**config.mk**
```make
export PLATFORM = sky130hd
export DESIGN_NAME = bitband_bridge
export DESIGN_NICKNAME = d
export VERILOG_FILES = /design/src/rtl/bb_pkg.sv /design/src/rtl/bb_rst_sync.sv /design/src/rtl/bb_window_decode.sv /design/src/rtl/bb_bit_lane.sv /design/src/rtl/bb_seq.sv /design/src/rtl/bitband_bridge.sv
export SDC_FILE = /design/constraint.sdc
export NUM_CORES = 1
export LEC_CHECK = 0
export ABC_AREA = 1
export ABC_CLOCK_PERIOD_IN_PS = 4300
export BUFFER_PORTS_ARGS = -buffer_cell sky130_fd_sc_hd__buf_2
export CELL_PAD_IN_SITES_DETAIL_PLACEMENT = 0
export CELL_PAD_IN_SITES_GLOBAL_PLACEMENT = 1
export CORE_MARGIN = 2
export CORE_UTILIZATION = 25
export CTS_CLUSTER_DIAMETER = 100
export CTS_CLUSTER_SIZE = 40
export DETAILED_ROUTE_END_ITERATION = 16
export HOLD_SLACK_MARGIN = 0.1
export PLACE_DENSITY = 0.58
export SKIP_CTS_REPAIR_TIMING = 1
export SKIP_LAST_GASP = 1
export SYNTH_ARGS = -nofsm -noshare
export SYNTH_HDL_FRONTEND = slang
export SYNTH_HIERARCHICAL = 1
export SYNTH_SLANG_ARGS = --single-unit
```
**constraint.sdc**
```tcl
create_clock -name clk -period 4.3 [get_ports clk]
set_input_delay 0.86 -clock clk [delete_from_list [all_inputs] [get_ports clk]]
set_output_delay 0.86 -clock clk [all_outputs]
set_load 0.01 [all_outputs]
```
**src/rtl/bb_pkg.sv**
```systemverilog
package bb_pkg;

  typedef enum logic [2:0] {
    ST_IDLE    = 3'd0,
    ST_RD_REQ  = 3'd1,
    ST_RD_WAIT = 3'd2,
    ST_WR_REQ  = 3'd3,
    ST_WR_WAIT = 3'd4,
    ST_RESP    = 3'd5
  } bb_state_e;

  // code 3 behaves as a 4-byte access
  function automatic logic [1:0] bb_norm_size(input logic [1:0] s);
    return (s == 2'd3) ? 2'd2 : s;
  endfunction

endpackage

```
**src/rtl/bb_rst_sync.sv**
```systemverilog
module bb_rst_sync #(
  parameter int STAGES = 2
) (
  input  logic clk,
  input  logic arst_n,
  output logic srst_n
);
  logic [STAGES-1:0] sync_q;

  always_ff @(posedge clk or negedge arst_n) begin
    if (!arst_n) sync_q <= '0;
    else         sync_q <= {sync_q[STAGES-2:0], 1'b1};
  end

  assign srst_n = sync_q[STAGES-1];
endmodule

```
**src/rtl/bb_window_decode.sv**
```systemverilog
module bb_window_decode
  import bb_pkg::*;
#(
  parameter int ADDR_W    = 32,
  parameter int DATA_W    = 32,
  parameter int NUM_WIN   = 2,
  parameter int WIN_OFF_W = 25,
  parameter logic [NUM_WIN*ADDR_W-1:0] ALIAS_BASES  = {32'h4200_0000, 32'h2200_0000},
  parameter logic [NUM_WIN*ADDR_W-1:0] TARGET_BASES = {32'h4000_0000, 32'h2000_0000},
  localparam int BIT_IDX_W = $clog2(DATA_W)
) (
  input  logic                 alias_en,
  input  logic [ADDR_W-1:0]    addr,
  input  logic [1:0]           size,
  output logic                 hit,
  output logic [ADDR_W-1:0]    tgt_addr,
  output logic [BIT_IDX_W-1:0] bit_idx
);
  localparam int WORD_SH = $clog2(DATA_W / 8);     // alias word -> bit
  localparam int BIT_SH  = $clog2(DATA_W);         // alias bytes per target byte
  localparam logic [ADDR_W-1:0] WIN_MASK = ~((ADDR_W'(1) << WIN_OFF_W) - ADDR_W'(1));

  logic [NUM_WIN-1:0]             win_hit;
  logic [NUM_WIN-1:0][ADDR_W-1:0] win_tgt;
  logic [1:0]                     nsize;
  logic [ADDR_W-1:0]              align_mask;
  logic [BIT_IDX_W-1:0]           idx_mask;
  logic [ADDR_W-1:0]              raw_tgt;

  for (genvar i = 0; i < NUM_WIN; i++) begin : g_win
    assign win_hit[i] = alias_en &&
                        ((addr & WIN_MASK) == ALIAS_BASES[i*ADDR_W +: ADDR_W]);
    assign win_tgt[i] = TARGET_BASES[i*ADDR_W +: ADDR_W] |
                        (ADDR_W'(addr[WIN_OFF_W-1:0]) >> BIT_SH);
  end

  always_comb begin
    hit     = 1'b0;
    raw_tgt = '0;
    for (int i = 0; i < NUM_WIN; i++) begin
      if (win_hit[i] && !hit) begin
        hit     = 1'b1;
        raw_tgt = win_tgt[i];
      end
    end
  end

  always_comb begin
    nsize = bb_norm_size(size);
    case (nsize)
      2'd0:    begin align_mask = '1;                idx_mask = BIT_IDX_W'(7);  end
      2'd1:    begin align_mask = ~ADDR_W'(1);       idx_mask = BIT_IDX_W'(15); end
      default: begin align_mask = ~ADDR_W'(3);       idx_mask = BIT_IDX_W'(31); end
    endcase
  end

  assign tgt_addr = raw_tgt & align_mask;
  assign bit_idx  = addr[WORD_SH +: BIT_IDX_W] & idx_mask;
endmodule

```
**src/rtl/bb_bit_lane.sv**
```systemverilog
module bb_bit_lane #(
  parameter int DATA_W = 32,
  localparam int BIT_IDX_W = $clog2(DATA_W)
) (
  input  logic [DATA_W-1:0]    fetched,
  input  logic [BIT_IDX_W-1:0] bit_idx,
  input  logic [1:0]           size,
  input  logic                 set_val,
  output logic                 sel_bit,
  output logic [DATA_W-1:0]    merged
);
  logic [DATA_W-1:0] one_hot;
  logic [DATA_W-1:0] lane_mask;

  always_comb begin
    one_hot = DATA_W'(1) << bit_idx;
    case (size)
      2'd0:    lane_mask = DATA_W'(8'hFF);
      2'd1:    lane_mask = DATA_W'(16'hFFFF);
      default: lane_mask = '1;
    endcase
    sel_bit = fetched[bit_idx];
    merged  = ((fetched & ~one_hot) | (set_val ? one_hot : '0)) & lane_mask;
  end
endmodule

```
**src/rtl/bb_seq.sv**
```systemverilog
module bb_seq
  import bb_pkg::*;
(
  input  logic      clk,
  input  logic      rst_n,
  input  logic      up_fire,
  input  logic      req_alias,
  input  logic      req_write,
  input  logic      held_alias,
  input  logic      held_write,
  input  logic      dn_req_ready,
  input  logic      dn_rsp_valid,
  input  logic      dn_rsp_err,
  output bb_state_e state
);
  bb_state_e state_nx;

  always_comb begin
    state_nx = state;
    case (state)
      ST_IDLE:
        if (up_fire) state_nx = (!req_alias && req_write) ? ST_WR_REQ : ST_RD_REQ;
      ST_RD_REQ:
        if (dn_req_ready) state_nx = ST_RD_WAIT;
      ST_RD_WAIT:
        if (dn_rsp_valid) begin
          if (!dn_rsp_err && held_alias && held_write) state_nx = ST_WR_REQ;
          else                                         state_nx = ST_RESP;
        end
      ST_WR_REQ:
        if (dn_req_ready) state_nx = ST_WR_WAIT;
      ST_WR_WAIT:
        if (dn_rsp_valid) state_nx = ST_RESP;
      ST_RESP:
        state_nx = ST_IDLE;
      default:
        state_nx = ST_IDLE;
    endcase
  end

  always_ff @(posedge clk or negedge rst_n) begin
    if (!rst_n) state <= ST_IDLE;
    else        state <= state_nx;
  end
endmodule

```
**src/rtl/bitband_bridge.sv**
```systemverilog
module bitband_bridge
  import bb_pkg::*;
#(
  parameter int ADDR_W    = 32,
  parameter int DATA_W    = 32,
  parameter int NUM_WIN   = 2,
  parameter int WIN_OFF_W = 25,
  parameter logic [NUM_WIN*ADDR_W-1:0] ALIAS_BASES  = {32'h4200_0000, 32'h2200_0000},
  parameter logic [NUM_WIN*ADDR_W-1:0] TARGET_BASES = {32'h4000_0000, 32'h2000_0000},
  parameter int RST_STAGES = 2
) (
  input  logic              clk,
  input  logic              rst_n,
  input  logic              cfg_alias_en,
  input  logic              up_req_valid,
  output logic              up_req_ready,
  input  logic [ADDR_W-1:0] up_req_addr,
  input  logic              up_req_write,
  input  logic [1:0]        up_req_size,
  input  logic [DATA_W-1:0] up_req_wdata,
  output logic              up_rsp_valid,
  output logic [DATA_W-1:0] up_rsp_rdata,
  output logic              up_rsp_err,
  output logic              dn_req_valid,
  input  logic              dn_req_ready,
  output logic [ADDR_W-1:0] dn_req_addr,
  output logic              dn_req_write,
  output logic [1:0]        dn_req_size,
  output logic [DATA_W-1:0] dn_req_wdata,
  input  logic              dn_rsp_valid,
  input  logic [DATA_W-1:0] dn_rsp_rdata,
  input  logic              dn_rsp_err
);
  localparam int BIT_IDX_W = $clog2(DATA_W);

  logic                 srst_n;
  bb_state_e            state;
  logic                 dec_hit;
  logic [ADDR_W-1:0]    dec_tgt;
  logic [BIT_IDX_W-1:0] dec_idx;
  logic                 lane_bit;
  logic [DATA_W-1:0]    lane_merged;

  logic                 alias_q, write_q, setval_q, err_q;
  logic [1:0]           size_q;
  logic [ADDR_W-1:0]    addr_q;
  logic [DATA_W-1:0]    wdata_q, rdata_q;
  logic [BIT_IDX_W-1:0] idx_q;

  logic                 up_fire, rd_done, wr_done;

  bb_rst_sync #(.STAGES(RST_STAGES)) u_rst (
    .clk(clk), .arst_n(rst_n), .srst_n(srst_n)
  );

  bb_window_decode #(
    .ADDR_W(ADDR_W), .DATA_W(DATA_W), .NUM_WIN(NUM_WIN), .WIN_OFF_W(WIN_OFF_W),
    .ALIAS_BASES(ALIAS_BASES), .TARGET_BASES(TARGET_BASES)
  ) u_dec (
    .alias_en(cfg_alias_en), .addr(up_req_addr), .size(up_req_size),
    .hit(dec_hit), .tgt_addr(dec_tgt), .bit_idx(dec_idx)
  );

  bb_bit_lane #(.DATA_W(DATA_W)) u_lane (
    .fetched(dn_rsp_rdata), .bit_idx(idx_q), .size(size_q), .set_val(setval_q),
    .sel_bit(lane_bit), .merged(lane_merged)
  );

  bb_seq u_seq (
    .clk(clk), .rst_n(srst_n), .up_fire(up_fire),
    .req_alias(dec_hit), .req_write(up_req_write),
    .held_alias(alias_q), .held_write(write_q),
    .dn_req_ready(dn_req_ready), .dn_rsp_valid(dn_rsp_valid), .dn_rsp_err(dn_rsp_err),
    .state(state)
  );

  assign up_fire = (state == ST_IDLE) && up_req_valid;
  assign rd_done = (state == ST_RD_WAIT) && dn_rsp_valid;
  assign wr_done = (state == ST_WR_WAIT) && dn_rsp_valid;

  // request capture
  always_ff @(posedge clk or negedge srst_n) begin
    if (!srst_n) begin
      alias_q  <= 1'b0;
      write_q  <= 1'b0;
      setval_q <= 1'b0;
      size_q   <= '0;
      addr_q   <= '0;
      idx_q    <= '0;
    end else if (up_fire) begin
      alias_q  <= dec_hit;
      write_q  <= up_req_write;
      setval_q <= up_req_wdata[0];
      size_q   <= dec_hit ? bb_norm_size(up_req_size) : up_req_size;
      addr_q   <= dec_hit ? dec_tgt : up_req_addr;
      idx_q    <= dec_idx;
    end
  end

  // write data: upstream data, or the merged word after the fetch
  always_ff @(posedge clk or negedge srst_n) begin
    if (!srst_n) begin
      wdata_q <= '0;
    end else if (up_fire) begin
      wdata_q <= up_req_wdata;
    end else if (rd_done && alias_q && write_q && !dn_rsp_err) begin
      wdata_q <= lane_merged;
    end
  end

  // response capture
  always_ff @(posedge clk or negedge srst_n) begin
    if (!srst_n) begin
      rdata_q <= '0;
      err_q   <= 1'b0;
    end else if (rd_done) begin
      err_q <= dn_rsp_err;
      if (dn_rsp_err || (alias_q && write_q)) rdata_q <= '0;
      else if (alias_q)                       rdata_q <= DATA_W'(lane_bit);
      else                                    rdata_q <= dn_rsp_rdata;
    end else if (wr_done) begin
      err_q   <= dn_rsp_err;
      rdata_q <= '0;
    end
  end

  assign up_req_ready = (state == ST_IDLE);
  assign up_rsp_valid = (state == ST_RESP);
  assign up_rsp_rdata = up_rsp_valid ? rdata_q : '0;
  assign up_rsp_err   = up_rsp_valid & err_q;

  assign dn_req_valid = (state == ST_RD_REQ) || (state == ST_WR_REQ);
  assign dn_req_write = (state == ST_WR_REQ);
  assign dn_req_addr  = addr_q;
  assign dn_req_size  = size_q;
  assign dn_req_wdata = dn_req_write ? wdata_q : '0;
endmodule

```
[After elaboration in Yosys (flattened, before gate mapping)]
Cells that the tools add are included.
Storage, ports and cells
  register bits: 112
  input port bits: 106
  output and inout port bits: 103
  word-level logic and storage cells: 90
Cells by class
  order comparisons: 1
  equal/unequal tests: 15
  shifts and indexed selects: 1
  multiplexer cells: 31
  bitwise logic cells: 7
  reductions and logical operators: 24
Operators with widths (number)
  $mux W32: 11
  $and A32 B32 Y32: 3
  $pmux W32 S2: 1
  $not A32 Y32: 1
  $or A32 B32 Y32: 1
  $shl A1 B5 Y32 const A: 1
  $mux W30: 1
  $mux W3: 6
  $pmux W3 S5: 1
  $logic_and A1 B1 Y1: 13
  $pmux W5 S2: 1
  $ne A2 B2 Y1 const B: 4
  $eq A7 B5 Y1 const B: 1
  $eq A7 B6 Y1 const B: 1
  $eq A3 B2 Y1 const B: 2
  $eq A3 B3 Y1 const B: 2
  $lt A5 B6 Y1 const B: 1
  $mux W2: 3
  $and A5 B5 Y5: 1
  $bmux W1 S5: 1
  $mux W1: 5
  $reduce_and A5 Y1: 1
  $eq A2 B1 Y1 const B: 2
  $logic_not A2 Y1: 2
  other kinds (9): 13

[Logic depth before layout (Yosys ltp)]
Gate-level depths: netlist of the first run.
  depth in word-level cells: 11
  gate-level depth with buffers: 15
  mapped depth without buffers: 13

[Hierarchy]
The synthesis of the first run kept the hierarchy.
Modules (own cells, without submodules)
  bitband_bridge: times used 1, cells each 734, area an instance 5495.3 um^2
  bb_bit_lane: times used 1, cells each 232, area an instance 1193.6 um^2
  bb_window_decode: times used 1, cells each 83, area an instance 490.5 um^2
  bb_seq: times used 1, cells each 39, area an instance 242.7 um^2
  bb_rst_sync: times used 1, cells each 3, area an instance 53.8 um^2

[Least setup slack after synthesis of the first run]
No wires, ideal clock.
  path type: reg-to-output
  from: reg u_seq.state[0]
  to: out dn_req_wdata[22]
  data arrival time: 1.285 ns
  path slack: 2.155 ns
  cell stages (with the launch flop): 6
  buffers on the path: 1
  cells stage by stage: dfrtp_1 > inv_2 > nor2_1 > nand2_1 > clkbuf_1 > nor2_1
On the way
  word-level cells in the longest chain between the ends: 2
RTL lines
  start: declaration: line bb_seq.sv:14  | output bb_state_e state
  start signal: assignment: line bb_seq.sv:43  | else state <= state_nx;
  $eq A3 B2 Y1: line bitband_bridge.sv:133  | assign dn_req_write = (state == ST_WR_REQ);
  $mux W32: line bitband_bridge.sv:136  | assign dn_req_wdata = dn_req_write ? wdata_q : '0;
  end: declaration: line bitband_bridge.sv:29  | output logic [DATA_W-1:0] dn_req_wdata,
Every way passes these cells.

[Worst setup path in the final report of the first run]
  from: reg u_seq.state[1]
  to: out up_rsp_rdata[1]
On the way
  word-level cells in the longest chain between the ends: 2
RTL lines
  $eq A3 B3 Y1: line bitband_bridge.sv:128  | assign up_rsp_valid = (state == ST_RESP);
  $mux W32: line bitband_bridge.sv:129  | assign up_rsp_rdata = up_rsp_valid ? rdata_q : '0;
  end: declaration: line bitband_bridge.sv:22  | output logic [DATA_W-1:0] up_rsp_rdata,
Every way passes these cells.

==> results by group, run 1 <==
Run status
  • Outcome: finished clean

Clock network
  • # H-tree levels: 3
  • CTS buffer count: 9
  • CTS Root Cell: clkbuf_16
  • CTS Buffer Depth: 2
  • Worst-path clk slew: 70 ps
  • CTS sink count: 112
  • Clock Latency Late Sink: 360 ps
  • CTS tree: done

Die
  • Die Y: 177 um
  • Std-Cell Rows: 63
  • Die Width: 177 um
  • Die ar.: 0.0313 mm^2
  • Initial Util: 0.253
  • Ports: 209
  • Core area: 0.0296 mm^2

Synth
  • Mapped Area: 0.00748 mm^2
  • Synth cell types: 31
  • Mapped Cells: 1091
  • Synthesis Warnings: 6
  • Sequential fraction of the synthesis area: 0.375
  • Avg Cell Area, Syn: 6.85 um^2
  • Number of synthesized register bits: 112

Route
  • DRT antenna net count: 0
  • Via/cell ratio: 4.52
  • Via count: 7403
  • Pre-antenna DRT Iters: 5
  • WL/cell: 16.2 um
  • Routed WL: 26500 um
  • 1st-iter DRT viols: 581
  • DRC Markers: 0

Layout
  • Commonest non-fill, non-tap cell in the layout: nand2_1
  • Final nets: 1346
  • Fillers: 3377
  • Post-route insts no fill: 1637
  • Commonest non-fill, non-tap cells in the layout: nand2_1, buf_2, inv_1, o21ai_0, dfrtp_1
  • Syn-to-layout area delta: 19.2%
  • Layout cells sized above 1: 0.258

Setup path
  • Critical path class: reg2out
  • Reg2reg path depth: 11
  • CP Data Required Time: 3440 ps
  • Worst setup EP type: primary output
  • CP max FO: 35
  • Critical path startpoint category: flop
  • Worst EP arrival: 2200 ps

Place
  • DP Cell Count: 1619
  • DPL Wire Length: 19000 um
  • # port buffers: 208
  • Routability congestion estimate: 0.770
  • Place WS: 1200 ps

Power and ir drop
  • Clock share of power: 0.175
  • Reg power frac: 0.373
  • P_leak: 0.00469 uW
  • Psw: 2400 uW
  • Peak VDD IR: 0.227 mV
  • Switching Fraction: 0.466
  • Comb power frac: 0.452
  • Int Pwr: 2750 uW
  • Power per cell area: 578 mW/mm^2

STA
  • Max Slew Vio Count: 0
  • Final min period: 3060 ps
  • Setup TNS: 0 ps
  • RSZ-0062 raised after global routing: false
  • Fmax achieved: 327 MHz
  • Post-route clock period utilization: 0.710
  • Final setup vio count: 0
  • Worst Slack Setup Final: 1240 ps
  • Clk_skew: 16.3 ps
  • Worst Tran Pin Value: 1080 ps
  • Worst rel slew slack: 0.277
  • Final Hold Violating Endpoints: 0

Global route
  • Initial antenna violation count: 4
  • Largest net degree at the start of global routing: 82
  • First-pass GRT wire length: 40900 um
  • Grt total ovfl: 0
  • Vias in the first global route: 7183
  • GRT Overall Usage: 0.168

Run
  • Max-cap violation count: 0

Worst hold path
  • Hold WC Path Type: in2async
-- critical path, stage by stage (launching register included) --
cell and delay [ps]:
dfrtp_1 510, inv_2 580, nand3_1 150, buf_4 290
nor2_1 160, buf_2 150
-- logic make-up after synthesis --
kind of cell / Yosys count / share of synthesized area
AOI/OAI and AO/OA: 182 / 0.132
buffers and inverters: 228 / 0.140
DFF: 112 / 0.375
other: 2 / 0.00100
and+or+nand+nor: 567 / 0.352
-- final timing paths --
check / startpoint / to / slack [ps]
min in group clk: u_rst/sync_q[0] / u_rst/sync_q[1] / 360
min reg2reg: u_rst/sync_q[0] / u_rst/sync_q[1] / 360
max reg2reg: u_seq/state[1] / u_seq/state[1] / 1680
max in group asynchronous: u_rst/sync_q[1] / rdata_q[23] / 2790
max: u_seq/state[1] / up_rsp_rdata[1] / 1240
min: rst_n / u_rst/sync_q[1] / 280
-- metal layers --
layer	vias to the layer above	GRT usage	routed length [um]
met2	191	0.278	12500
met3	27	0.0333	1350
met4	4	0.0351	346
met1	3413	0.227	12200
met5	-	0	24
li1	3768	-	-
-- state kept, by name, summed over array words and instances (netlist names) --
name,flops
rdata_q,32
u_rst/sync_q,2
alias_q,1
dn_req_size,2
dn_req_addr,32
setval_q,1
wdata_q,32
u_seq/state,3
err_q,1
write_q,1
idx_q,5
-- cell type report --
class / instances / area [um^2] / share of cell area
Antenna cell: 2 / 5.00 / 0.000561
Inverter: 138 / 523 / 0.0587
Sequential cell: 112 / 2810 / 0.315
Timing Repair Buffer: 219 / 1120 / 0.126
Tap cell: 390 / 488 / 0.0547
Clock inverter: 7 / 76.3 / 0.00856
Clock buffer: 9 / 225 / 0.0253
Multi-Input combinational cell: 760 / 3670 / 0.411
-- cells in the mapped netlist (all sizes together) --
cell,count,area (um^2)
a21oi,45,297
buf,54,390
clkbuf,36,135
clkinv,1,3.75
conb,2,7.51
dfrtp,112,2800
inv,137,519
nand2,294,1130
nand3,67,345
nand3b,1,7.51
nand4,80,500
nor2,89,395
nor3,4,52.6
o21ai,136,681
o31ai,1,7.51
or2,32,200
-- through the flow --
step | cell area [um^2] | hold slack [ps] | total power [uW] | utilization
floorplan | 7510 | 331 | 3600 | -
global placement | 8610 | 335 | 4300 | 0.291
detailed placement | 8610 | 344 | 4310 | 0.291
CTS | 8910 | 259 | 5240 | 0.301
global route | 8910 | 263 | 5640 | 0.301
finish | 8910 | 276 | 5150 | 0.302
-- power groups by stage --
stage / clock (uW) / sequential (uW) / combinational, uW
global placement: 0 / 1950 / 2350
detailed placement: 0 / 1950 / 2370
floorplan: 0 / 1850 / 1750
CTS: 940 / 1930 / 2370
finish: 900 / 1920 / 2330
global route: 975 / 1990 / 2670
Power figures use the tool's default switching activity.
==> run 2: changes to the inputs <==
--- a/config.mk
+++ b/config.mk
@@ -6,7 +6,7 @@
 export NUM_CORES = 1
 export LEC_CHECK = 0
 export ABC_AREA = 1
-export ABC_CLOCK_PERIOD_IN_PS = 4300
+export ABC_CLOCK_PERIOD_IN_PS = 2500
 export BUFFER_PORTS_ARGS = -buffer_cell sky130_fd_sc_hd__buf_2
 export CELL_PAD_IN_SITES_DETAIL_PLACEMENT = 0
 export CELL_PAD_IN_SITES_GLOBAL_PLACEMENT = 1
@@ -16,7 +16,7 @@
 export CTS_CLUSTER_SIZE = 40
 export DETAILED_ROUTE_END_ITERATION = 16
 export HOLD_SLACK_MARGIN = 0.1
-export PLACE_DENSITY = 0.58
+export PLACE_DENSITY = 0.61
 export SKIP_CTS_REPAIR_TIMING = 1
 export SKIP_LAST_GASP = 1
 export SYNTH_ARGS = -nofsm -noshare
==> constraint.sdc (replaced) <==
create_clock -name clk -period 2.5 [get_ports clk]
set_input_delay 0.5 -clock clk [delete_from_list [all_inputs] [get_ports clk]]
set_output_delay 0.5 -clock clk [all_outputs]
set_load 0.01 [all_outputs]
==> run 2 against run 1 <==
Compared with the run above:
- routed wire length is 0.42% higher
- sequential power is 62% higher
- worst hold slack improved by 69 ps
- first-iteration DRC count is 19% lower
==> results by group, run 2 (synthesized netlist as in run 1, its figures left out) <==
Die
  • Ports: 209 (unchanged)
  • Die Width: 177 um (unchanged)
  • Initial Util: 0.253 (unchanged)
  • Core area: 0.0296 mm^2 (unchanged)
  • Die Y: 177 um (unchanged)
  • Std-Cell Rows: 63 (unchanged)
  • Die ar.: 0.0313 mm^2 (unchanged)

Global route
  • Met1 GRT Util: 0.222 (-0.00460)
  • Initial antenna violation count: 3 (-1)
  • GRT Overall Usage: 0.171 (+0.00306)
  • Grt total ovfl: 0 (unchanged)
  • First-pass GRT wire length: 41800 um (+2.2%)
  • Largest net degree at the start of global routing: 100 (+22%)
  • GR Util met2: 0.286 (+0.00765)
  • Met3 Use GR: 0.0391 (+0.00580)
  • Vias in the first global route: 7261 (+1.1%)
  • GR peak layer: met2

STA
  • Worst Tran Pin Value: 670 ps (-414 ps)
  • Final setup vio count: 0 (unchanged)
  • Post-route clock period utilization: 0.911
  • Max Slew Vio Count: 0 (unchanged)
  • Fmax achieved: 439 MHz
  • Final min period: 2280 ps
  • Worst rel slew slack: 0.552 (+0.275)
  • Clk_skew: 13.0 ps (-3.32 ps)
  • Setup TNS: 0 ps (unchanged)
  • RSZ-0062 raised after global routing: false
  • Final Hold Violating Endpoints: 0 (unchanged)
  • Worst Slack Setup Final: 223 ps (-1020 ps)

Setup path
  • Worst setup EP type: primary output
  • CP Data Required Time: 2000 ps (-1440 ps)
  • Critical path startpoint category: flop
  • CP top delay family: flip-flops
  • Critical path's slowest cell: dfrtp_1
  • Reg2reg path depth: 6 (-5)
  • Setup slack, reg-to-reg: 560 ps (-1120 ps)
  • Most frequent CP cell: nor2_1
  • Cell count along the critical path: 5 (unchanged)
  • Critical path's largest stage delay: 510 ps (-70 ps)
  • Critical path class: reg2out
  • Worst EP arrival: 1780 ps (-420 ps)
  • Crit path cell chain: nor2_1, nand2_1, buf_4, nor2_1, buf_2
  • WP buf/inv: 2 (-1)
  • CP max FO: 33 (-5.7%)

Route
  • DRC Markers: 0 (unchanged)
  • Pre-antenna DRT Iters: 5 (unchanged)
  • Via/cell ratio: 4.57 (+1.0%)
  • 1st-iter DRT viols: 469 (-19%)
  • DRT antenna net count: 0 (unchanged)
  • WL/cell: 16.1 um (-0.61%)
  • Routed WL: 26600 um (+0.42%)
  • Via count: 7555 (+2.1%)

Place
  • DPL Wire Length: 19200 um (+1.3%)
  • # port buffers: 208 (unchanged)
  • Place WS: 510 ps (-694 ps)
  • DP Cell Count: 1635 (+0.99%)
  • Routability congestion estimate: 0.793 (+3.0%)

Power and ir drop
  • Psw: 4190 uW (+74%)
  • Peak VDD IR: 0.445 mV (+96%)
  • Clock share of power: 0.168 (-0.007)
  • Int Pwr: 4750 uW (+73%)
  • Switching Fraction: 0.469 (+0.00263)
  • Reg power frac: 0.349 (-0.024)
  • Comb power frac: 0.483 (+0.031)
  • P_leak: 0.00478 uW (+1.9%)
  • Power per cell area: 987 mW/mm^2 (+71%)

Layout
  • Layout cells sized above 1: 0.267 (+0.00921)
  • Syn-to-layout area delta: 21.2%
  • Post-route insts no fill: 1654 (+1.0%)
  • Fillers: 3350 (-0.80%)
  • Final nets: 1363 (+1.3%)
  • Commonest non-fill, non-tap cells in the layout: nand2_1, buf_2, inv_1, o21ai_0, dfrtp_1
  • Commonest non-fill, non-tap cell in the layout: nand2_1
  • Final Util: 0.306 (+0.00487)

Clock network
  • # H-tree levels: 3 (unchanged)
  • CTS tree: done
  • CTS buffer count: 9 (unchanged)
  • Clock Latency Late Sink: 370 ps (about the same)
  • CTS Buffer Depth: 2 (unchanged)
  • Worst-path clk slew: 80 ps (about the same)
  • CTS Root Cell: clkbuf_16
  • CTS sink count: 112 (unchanged)

Run
  • Max-cap violation count: 0 (unchanged)

Run status
  • Outcome: finished clean

Worst hold path
  • Hold WC Path Type: reg2async
run 2: worst paths after layout:
path                                  from               to
hold reg to reg            u_rst/sync_q[1]  dn_req_addr[26]
setup / recovery            u_seq/state[2]  dn_req_wdata[5]
max in group asynchronous  u_rst/sync_q[1]       wdata_q[1]
hold / removal             u_rst/sync_q[1]  dn_req_addr[26]
setup reg to reg            u_seq/state[1]       wdata_q[8]
min in group clk              up_req_write          write_q
run 2: power groups by stage:
stage | sequential (uW) | clock, uW | combinational [uW]
finish | 3120 | 1500 | 4320
global route | 3240 | 1620 | 4940
CTS | 3130 | 1560 | 4380
detailed placement | 3160 | 0 | 4370
global placement | 3150 | 0 | 4350
floorplan | 3180 | 0 | 3000
run 2: layout make-up:
cell class              count  area [um^2]  share of cell area
flip-flops and latches    112         2810               0.310
clock buffers              10          229              0.0253
well taps                 390          488              0.0539
multi-input cells         760         3670               0.405
diodes                      2         5.00            0.000553
clock inverters             6         60.1             0.00663
inverters                 138          523              0.0577
repair buffers            236         1280               0.141
run 2: routing by layer:
metal,vias to the layer above,part of all wire
met1,3491,0.45
li1,3819,-
met5,-,0.00041
met3,30,0.064
met2,213,0.47
met4,2,0.019
run 2: per-stage QoR:
stage | power (uW) | hold WS, ps | area (um^2)
after global routing | 9800 | 357 | 9050
after global placement | 7510 | 286 | 8750
after detailed placement | 7530 | 287 | 8750
after CTS | 9070 | -104 | 9040
after floorplan | 6180 | 204 | 7510
final | 8940 | 345 | 9060
==> run 3: changes to the inputs <==
--- a/config.mk
+++ b/config.mk
@@ -11,12 +11,13 @@
 export CELL_PAD_IN_SITES_DETAIL_PLACEMENT = 0
 export CELL_PAD_IN_SITES_GLOBAL_PLACEMENT = 1
 export CORE_MARGIN = 2
-export CORE_UTILIZATION = 25
+export CORE_UTILIZATION = 34
 export CTS_CLUSTER_DIAMETER = 100
 export CTS_CLUSTER_SIZE = 40
 export DETAILED_ROUTE_END_ITERATION = 16
+export GPL_TIMING_DRIVEN = 0
 export HOLD_SLACK_MARGIN = 0.1
-export PLACE_DENSITY = 0.61
+export PLACE_DENSITY = 0.78
 export SKIP_CTS_REPAIR_TIMING = 1
 export SKIP_LAST_GASP = 1
 export SYNTH_ARGS = -nofsm -noshare
==> run 3 against run 2 <==
Compared with the run above:
- maximum frequency fell by 3.0%
- sequential cell count unchanged
- clock power fell by 5%
- total power is 1.5% higher
- worst hold slack improved by 6.3 ps
- global-route usage up 4.0 points
- largest cell class unchanged
- highest routed layer unchanged
==> results by group, run 3 (synthesized netlist as in run 1, its figures left out) <==
Global route
  • First-pass GRT wire length: 39700 um (-4.9%)
  • Vias in the first global route: 7472 (+2.9%)
  • Grt total ovfl: 0 (unchanged)
  • Initial antenna violation count: 3 (unchanged)
  • GRT Overall Usage: 0.211 (+0.0404)
  • Largest net degree at the start of global routing: 65 (-35%)

Power and ir drop
  • P_leak: 0.00493 uW (+3.2%)
  • Peak VDD IR: 0.391 mV (-12%)
  • Power per cell area: 982 mW/mm^2 (-0.47%)
  • Total Power: 9070 uW (+1.5%)

Layout
  • Commonest non-fill, non-tap cell in the layout: nand2_1
  • Final nets: 1426 (+4.6%)
  • Layout cells sized above 1: 0.277 (+0.00994)
  • Commonest non-fill, non-tap cells in the layout: nand2_1, buf_2, inv_1, o21ai_0, dfrtp_1
  • Syn-to-layout area delta: 23.5%
  • Antenna fix cells: 0 (-2)
  • Final Util: 0.426 (+0.119)

Clock network
  • CTS Buffer Depth: 2 (unchanged)
  • # H-tree levels: 3 (unchanged)
  • CTS tree: done
  • CTS sink count: 112 (unchanged)
  • Clock Latency Late Sink: 370 ps (about the same)
  • CTS buffer count: 9 (unchanged)
  • Worst-path clk slew: 70 ps (about the same)
  • CTS Root Cell: clkbuf_16

Setup path
  • Worst R2R Start: u_seq/state[2]
  • CP Data Required Time: 2000 ps (about the same)
  • Worst setup EP type: primary output
  • Critical path class: reg2out
  • Worst EP arrival: 1850 ps (+70 ps)
  • Crit path cell chain: inv_4, nand3_2, clkbuf_2, nor2_1, buf_2
  • CP top delay family: buffers and inverters
  • CP max FO: 11 (-67%)
  • Cell count along the critical path: 5 (unchanged)
  • WP buf/inv: 3 (+1)
  • Critical path's largest stage delay: 540 ps (+30 ps)
  • Critical path's slowest cell: dfrtp_1
  • Setup slack, reg-to-reg: 410 ps (-150 ps)
  • Worst Setup EP: up_rsp_rdata[20]
  • Critical path startpoint category: flop
  • Reg2reg path depth: 10 (+4)
  • Worst setup path start: u_seq/state[1]
  • Worst R2R End: u_seq/state[1]

Route
  • Via count: 7735 (+2.4%)
  • 1st-iter DRT viols: 464 (-1.1%)
  • Pre-antenna DRT Iters: 6 (+1)
  • DRC Markers: 0 (unchanged)
  • DRT antenna net count: 0 (unchanged)
  • Routed WL: 24600 um (-7.5%)
  • Via/cell ratio: 4.82 (+5.5%)
  • WL/cell: 15.3 um (-4.6%)

Die
  • Std-Cell Rows: 54 (-14%)
  • Core area: 0.0217 mm^2 (-27%)
  • Die ar.: 0.0232 mm^2 (-26%)
  • Die Y: 152 um (-14%)
  • Die Width: 152 um (-14%)
  • Initial Util: 0.345 (+0.0918)
  • Ports: 209 (unchanged)

STA
  • Worst rel slew slack: 0.396 (-0.156)
  • Fmax achieved: 426 MHz (-3.0%)
  • Worst Tran Pin Value: 906 ps (+236 ps)
  • Final setup vio count: 0 (unchanged)
  • Clk_skew: 8.69 ps (-4.27 ps)
  • Final min period: 2350 ps (+70.5 ps)
  • Post-route clock period utilization: 0.939 (+0.0282)
  • RSZ-0062 raised after global routing: true
  • Final Hold Violating Endpoints: 0 (unchanged)
  • Max Slew Vio Count: 0 (unchanged)

Place
  • DPL Wire Length: 19200 um (about the same)
  • Routability congestion estimate: 0.867 (+9.4%)
  • # port buffers: 207 (-0.48%)

Run status
  • Outcome: finished clean

Run
  • Max-cap violation count: 0 (unchanged)

Worst hold path
  • Hold WC Path Type: in2reg
==> run 3: final cells by class <==
cell class | count | area (um^2)
inverters | 138 | 526
repair buffers | 209 | 1070
flip-flops and latches | 112 | 2810
clock inverters | 6 | 51.3
plain buffers | 90 | 531
multi-input cells | 760 | 3670
clock buffers | 10 | 229
well taps | 280 | 350
fillers | 2403 | 12500
==> run 3: metrics by stage <==
step	setup TNS (ps)	instance area [um^2]	setup slack, ps	std cells	hold slack (ps)
CTS	-2360	9210	-138	1604	-104
finish	0	9240	152	1605	351
global placement	-17930	8900	-172	1587	287
global route	-46.0	9240	-16.9	1605	361
detailed placement	0	8930	141	1588	287
floorplan	0	7510	627	1100	204
==> run 3: routing by layer <==
metal / GRT usage / vias to the layer above / routed length [um]
met5: 0 / - / 24
met4: 0.0605 / 4 / 528
met3: 0.0503 / 36 / 1660
met2: 0.354 / 234 / 11600
met1: 0.273 / 3516 / 10800
li1: - / 3945 / -
==> run 3: worst min-delay path by stage <==
stage	startpoint	end	cells after the start
5_1_grt	up_req_write	write_q	3
4_1_cts	rst_n	u_rst/sync_q[1]	1
6_report	up_req_write	write_q	3
3_5_place_dp	rst_n	u_rst/sync_q[0]	1
3_3_place_gp	rst_n	u_rst/sync_q[0]	1
2_1_floorplan	rst_n	u_rst/sync_q[0]	0
==> run 3: worst min-delay path: stages <==
cell and delay, ps:
buf_2 90, nand2_1 50, nand2_1 40
==> run 3: where the power goes <==
group	total [uW]	switching, uW	leakage (uW)	internal [uW]
clock	1430	738	0.000128	693
combinational	4520	2950	0.00336	1560
sequential	3130	487	0.00144	2640
total	9070	4180	0.00493	4890
